[src/rtl/wdog_twostage.sv]
module wdog_twostage #(
  parameter int W = 32,
  parameter logic [31:0] KEY = 32'h1ACCE551
) (
  input  logic         clk,
  input  logic         rst_n,
  input  logic         bus_wr,
  input  logic [2:0]   bus_addr,
  input  logic [W-1:0] bus_wdata,
  output logic [W-1:0] bus_rdata,
  input  logic         dbg_halt,
  output logic         irq,
  output logic         nmi,
  output logic         sys_rst
);
  localparam logic [2:0] A_LOAD = 3'd0, A_CNT = 3'd1, A_CTRL = 3'd2, A_CLR = 3'd3,
                         A_RAW = 3'd4, A_MSK = 3'd5, A_STALL = 3'd6, A_LOCK = 3'd7;

  logic [W-1:0] load_q, cnt_q;
  logic en_q, rst_en_q, nmi_sel_q, stall_q, locked_q, raw_q;

  wire wr_ok  = bus_wr && !locked_q;
  wire clr    = wr_ok && bus_addr == A_CLR;
  wire ld     = wr_ok && bus_addr == A_LOAD;
  wire start  = wr_ok && bus_addr == A_CTRL && bus_wdata[0] && !en_q;
  wire tick   = en_q && !(stall_q && dbg_halt);
  wire masked = raw_q && en_q;

  assign irq = masked && !nmi_sel_q;
  assign nmi = masked && nmi_sel_q;

  always_ff @(posedge clk or negedge rst_n) begin
    if (!rst_n) begin
      load_q    <= '1;
      cnt_q     <= '1;
      en_q      <= 1'b0;
      rst_en_q  <= 1'b0;
      nmi_sel_q <= 1'b0;
      stall_q   <= 1'b0;
      locked_q  <= 1'b0;
      raw_q     <= 1'b0;
      sys_rst   <= 1'b0;
    end else begin
      if (wr_ok && bus_addr == A_CTRL) begin
        en_q      <= en_q | bus_wdata[0];
        rst_en_q  <= bus_wdata[1];
        nmi_sel_q <= bus_wdata[2];
      end
      if (wr_ok && bus_addr == A_STALL) stall_q <= bus_wdata[0];
      if (bus_wr && bus_addr == A_LOCK) locked_q <= (bus_wdata[31:0] != KEY);
      if (ld) load_q <= bus_wdata;
      if (clr) begin
        raw_q <= 1'b0;
        cnt_q <= load_q;
      end else if (ld) begin
        cnt_q <= bus_wdata;
      end else if (start) begin
        cnt_q <= load_q;
      end else if (tick) begin
        if (cnt_q == '0) begin
          cnt_q <= load_q;
          raw_q <= 1'b1;
          if (raw_q && rst_en_q) sys_rst <= 1'b1;
        end else begin
          cnt_q <= cnt_q - 1'b1;
        end
      end
    end
  end

  always_comb begin
    bus_rdata = '0;
    case (bus_addr)
      A_LOAD:  bus_rdata = load_q;
      A_CNT:   bus_rdata = cnt_q;
      A_CTRL:  bus_rdata[2:0] = {nmi_sel_q, rst_en_q, en_q};
      A_RAW:   bus_rdata[0] = raw_q;
      A_MSK:   bus_rdata[0] = masked;
      A_STALL: bus_rdata[0] = stall_q;
      A_LOCK:  bus_rdata[0] = locked_q;
      default: bus_rdata = '0;
    endcase
  end
endmodule

[config.mk]
export PLATFORM = sky130hd
export DESIGN_NAME = wdog_twostage
export DESIGN_NICKNAME = d
export VERILOG_FILES = /design/src/rtl/wdog_twostage.sv
export SDC_FILE = /design/constraint.sdc
export NUM_CORES = 1
export LEC_CHECK = 0
export CORE_MARGIN = 3
export CORE_UTILIZATION = 55
export DETAILED_ROUTE_END_ITERATION = 16
export PLACE_DENSITY_LB_ADDON = 0.2
export SYNTH_ARGS = -nofsm -noshare
export SYNTH_HDL_FRONTEND = slang
export SYNTH_SLANG_ARGS = --single-unit
[constraint.sdc]
create_clock -name clk -period 4.9 [get_ports clk]
set_clock_uncertainty 0.1 [all_clocks]
set_input_delay 1.47 -clock clk [delete_from_list [all_inputs] [get_ports clk]]
set_output_delay 1.47 -clock clk [all_outputs]
set_load 0.005 [all_outputs]
Word-level counts from Yosys, hierarchy flattened
Index checks and enable logic that the tools add are counted.
{"block": "classes", "n_addsub": 1, "eq_ne": 10, "mux": 13, "bitwise": 4, "reduce_logical": 25}
{"operator": "2-to-1 mux 32 bit", "count": 5}
{"operator": "one-hot mux 29 bit (2 select lines)", "count": 1}
{"operator": "zero test 32 bit", "count": 1}
{"operator": "!= test 32 x 29 -> 1 bit, second input constant", "count": 1}
{"operator": "subtractor 32 x 1 -> 32 bit, second input constant", "count": 1}
{"operator": "logical AND 1 bit", "count": 14}
{"operator": "== test 3 bit, second input constant", "count": 4}
{"operator": "one-hot mux 1 bit (7 select lines)", "count": 1}
{"operator": "== test 3 x 2 -> 1 bit, second input constant", "count": 2}
{"operator": "one-hot mux 2 bit (3 select lines)", "count": 1}
{"operator": "AND reduction 6 bit", "count": 1}
{"operator": "2-to-1 mux 1 bit", "count": 5}
{"operator": "zero test 1 bit", "count": 4}
{"operator": "!= test 2 bit, second input constant", "count": 2}
{"operator": "AND reduction 4 bit", "count": 1}
{"operator": "nonzero test 2 bit", "count": 2}
{"operator": "nonzero test 4 bit", "count": 1}
{"operator": "== test 3 x 1 -> 1 bit, second input constant", "count": 1}
{"operator": "zero test 3 bit", "count": 1}
{"operator": "inverter 1 bit", "count": 3}
{"operator": "bitwise OR 1 bit", "count": 1}
{"block": "totals", "reg_bits": 71, "in_bits": 39}

Depth between registers and ports, before layout
{"block": "depth", "word_depth": 8, "mapped_depth": 10}

Least setup slack after synthesis
Ideal clock, no wire load.
{"block": "synth_timing", "path_kind": "input to output", "from": "input bus_addr[1]", "to": "output bus_rdata[13]", "arrival_time_ps": 2865, "path_slack_ps": 465, "cell_stages": 6, "n_path_buf": 4, "cell_sequence": "clkbuf_1 clkbuf_1 nor3_1 clkbuf_1 clkbuf_1 a22o_1"}
{"block": "synth_between", "elab_chain_len": 2, "word_cells_on_any_way": 3, "cone_classes": "eq/ne: 1; mux: 1; reduce/logical: 1"}
{"element": "start: declaration", "line": "8", "text": "input logic [2:0] bus_addr,"}
{"element": "== test 3 x 1 -> 1 bit or zero test 3 bit (tied branches)", "line": "73", "text": "case (bus_addr)"}
{"element": "one-hot mux 29 bit (2 select lines) *", "line": "73"}
{"element": "end: declaration", "line": "10", "text": "output logic [W-1:0] bus_rdata,"}
Every way passes the cells marked *; elsewhere a longest branch is shown, timed or not.

Worst setup path in the final report
{"block": "layout_timing", "from": "input bus_addr[0]", "to": "output bus_rdata[14]"}
The elaborated chain is that of the path after synthesis.

==> metrics.md <==
| Metric | Value |
|---|---|
| Outcome | completed |
| TritonCTS clock tree | built |
| Post-Place Cells | 727 |
| Worst EP arrival | around 3.2 ns |
| Gr usage total | 0.3105 |
| Synthesis-to-layout area growth | 22.15% |
| CTS Buf Count | 9 |
| Area leader, netlist | dfstp_2 |
| VDD IR max | 0.0002331 V |
| Yosys Warn Count | 0 |
| Antenna diode count | 0 |
| Syn avg cell area | 8.405 µm² |
| Post-DP HPWL | 10390 µm |
| Register area share after synthesis | 0.3876 |
| Die Area | slightly below 0.01 mm² |
| First-pass GRT wire length | 24720 µm |
| Vias/cell | 6.754 |
| FFs w/ async S/R, synth | 1.000 |
| DR pass1 iterations | 6 |
| CP startpoint kind | primary input |
| Cell variety after synth | 68 |
| Leak | 2.278 nW |
| Clock latency at the later pin of the worst-skew pair | around 0.37 ns |
| Die Wd | 99.33 µm |
| Synth top area cells | dfstp_2 (35%), nand2_1 (9.9%), a22o_1 (5.5%), dfrtp_1 (3.7%), nor2_1 (2.9%) |
| Xor/xnor cell area share of the yosys netlist | 0.01828 |
| Final Non-Filler Cells | between 700 and 800 |
| Die Ht | 99.33 µm |
| Clock slew at reported path FFs | 0.08 ns |
| Layout cell share with drive strength beyond 1 | 0.2116 |
| Worst hold margin | between 0.3 and 0.4 ns |
| Final worst path period share | 0.9787 |
| Most used cell, CP | clkdlybuf4s50_1 |
| Row count | 33 |
| Fmax | about 210 MHz |
| CP Cell Sequence | clkdlybuf4s50_1 -> nand2b_1 -> nor2_2 -> buf_12 -> a22o_1 -> clkdlybuf4s50_1 |
| Most frequent cells in the layout | nand2_1 (126), clkdlybuf4s50_1 (72), dfstp_2 (64), nor2_1 (36), a22o_1 (30) |
| Most common cell after layout, fill and taps aside | nand2_1 |
| Critical path class | primary input to output port |
| Final hold vios | 0 |
| Slowest-stage cell, CP | clkdlybuf4s50_1 |
| Adder-cell share of the synthesized area | 0.005223 |
| Nets@finish | 674 |
| Synth Flop Type | dfstp_2 |
| Worst-case clock buffer depth | 2 |
| WP data required | 3.33 ns |
| Drt initial violations | 509 |
| Synth Cell Area | ~0.0048 mm² |
| Final Max Slew Viols | 0 |
| Synthesized flop and latch total | between 70 and 80 |
| Placeable Area | 0.008341 mm² |
| Starting Density | 0.5744 |
| Antenna violations before repair | 0 |
| Post_cts resized | 0 |
| Antenna-violating nets left | 0 |
| Largest family of logic cells by synthesized area | simple AND/OR/NAND/NOR gates |
| Number of max-cap violations | 0 |
| Syn nets | a little over 600 |
| RSZ-0062 raised after global routing | false |
| Via count | 5018 |
| Final GP Congestion | approximately 0.90 |
| Compound-Gate Fraction of Synth Area | 0.2377 |
| Synth Instances | 570 |
| Cell Pwr Density | 417.9 mW/mm² |
| Port bufs | 73 |
| GRT overflow | 0 |
| # IOs | 74 |
| Max incr delay on CP | slightly below 0.6 ns |
| Mux contribution to synthesized area | 0.01567 |
| Worst Setup End Kind | output port |
| Largest net degree at the start of global routing | 50 |
| H-tree depth | 3 |
| Clk sinks | 71 |
| Worst slew pin tran | 1.084 ns |
| Postcts setup bufs | 0 |
| Rel. slew slack | 0.2773 |
| HP Class | flop to flop |
| Final wirelength | 15230 µm |
| Wire length per cell | 20.50 µm |
| Post-synth EDFFs | 0 |
| Fillers | 653 |
| DRC Markers | 0 |
| Critical-path maximum fanout | 29 |
| Setup TNS | 0 ns |
| Post-synthesis simple-gate area fraction | 0.2891 |
| Final setup fails | 0 |
| Root buf cell | clkbuf_8 |
| Post-CTS Hold Buffers | 0 |
| Number of global-route vias before repair | 4817 |
| Period minus WS final | 4.795 ns |
| Post-synth top area share | 0.3510 |
sequential cells by signal, indices dropped and copies added, names as in the netlist:
name,cells
locked_q,1
en_q,1
cnt_q,32
raw_q,1
rst_en_q,1
load_q,32
sys_rst,1
stall_q,1
nmi_sel_q,1
synth_stat cells (all sizes together), types with 7 or more instances:
cell    instances
o21ai          24
clkbuf         27
nor4           15
a211oi          8
dfrtp           7
dfstp          64
inv             9
a22oi           7
a22o           30
xnor2           8
buf            17
nand3          27
nor3           21
a21oi          18
nand2         126
nand4          14
nor2           37
stage by stage:
stage	worst slack, ns	total power, mW	cell area, µm²	util
floorplan	0.4649	1.625	4791	-
global placement	0.1352	1.914	5663	0.6790
detailed placement	0.1081	1.946	5663	0.6790
CTS	0.09531	2.419	5852	0.7016
global route	0.005736	2.574	5852	0.7016
finish	0.1046	2.446	5852	0.7016
final timing paths:
path / cells after the start / endpoint / slack [ns] / start
max in group asynchronous: 2 / load_q[26]$_DFFE_PN1P_ / 2.54 / rst_n
hold reg to reg: 2 / load_q[5]$_DFFE_PN1P_ / 0.37 / load_q[5]$_DFFE_PN1P_
setup reg to reg: 8 / cnt_q[15]$_DFFE_PN1P_ / 1.83 / cnt_q[0]$_DFFE_PN1P_
hold / removal: 2 / load_q[5]$_DFFE_PN1P_ / 0.37 / load_q[5]$_DFFE_PN1P_
min in group asynchronous: 1 / nmi_sel_q$_DFFE_PN0P_ / 1.13 / rst_n
setup / recovery: 6 / bus_rdata[14] / 0.10 / bus_addr[0]
cell type report:
cell class                      instances  area, µm²  share of cell area
Clock buffer                           10      127.6             0.02181
Clock inverter                          6      61.31             0.01048
Inverter                                9      33.78            0.005773
Multi-Input combinational cell        446       2730              0.4665
Sequential cell                        71       1857              0.3173
Tap cell                              105      131.4             0.02245
Timing Repair Buffer                   96      910.9              0.1557
metal layers:
metal  track usage  vias up  part of all wire
met5             0        -                 0
met4        0.1124        0             0.024
met3       0.05540       39              0.11
met2        0.4757      336              0.46
met1        0.4424     2391              0.41
li1              -     2252                 -
worst max-delay path: cells and delay by family:
kind | cells | cell delay (ns)
compound gates | 1 | 0.17
buf+inv | 3 | 1.32
simple gates | 2 | 0.25
where the power goes:
group | switching [mW] | internal (mW)
registers | 0.292 | 0.887
clock network | 0.245 | 0.234
logic | 0.392 | 0.397
kinds of logic after synthesis:
family | count (synthesis)
AOI/OAI and AO/OA | 149
xor gates and xnor gates | 10
adders and majority gates | 2
buffers and inverters | 53
DFF | 71
muxes | 7
and+or+nand+nor | 278
No activity file was read; power rests on OpenSTA's default activity.
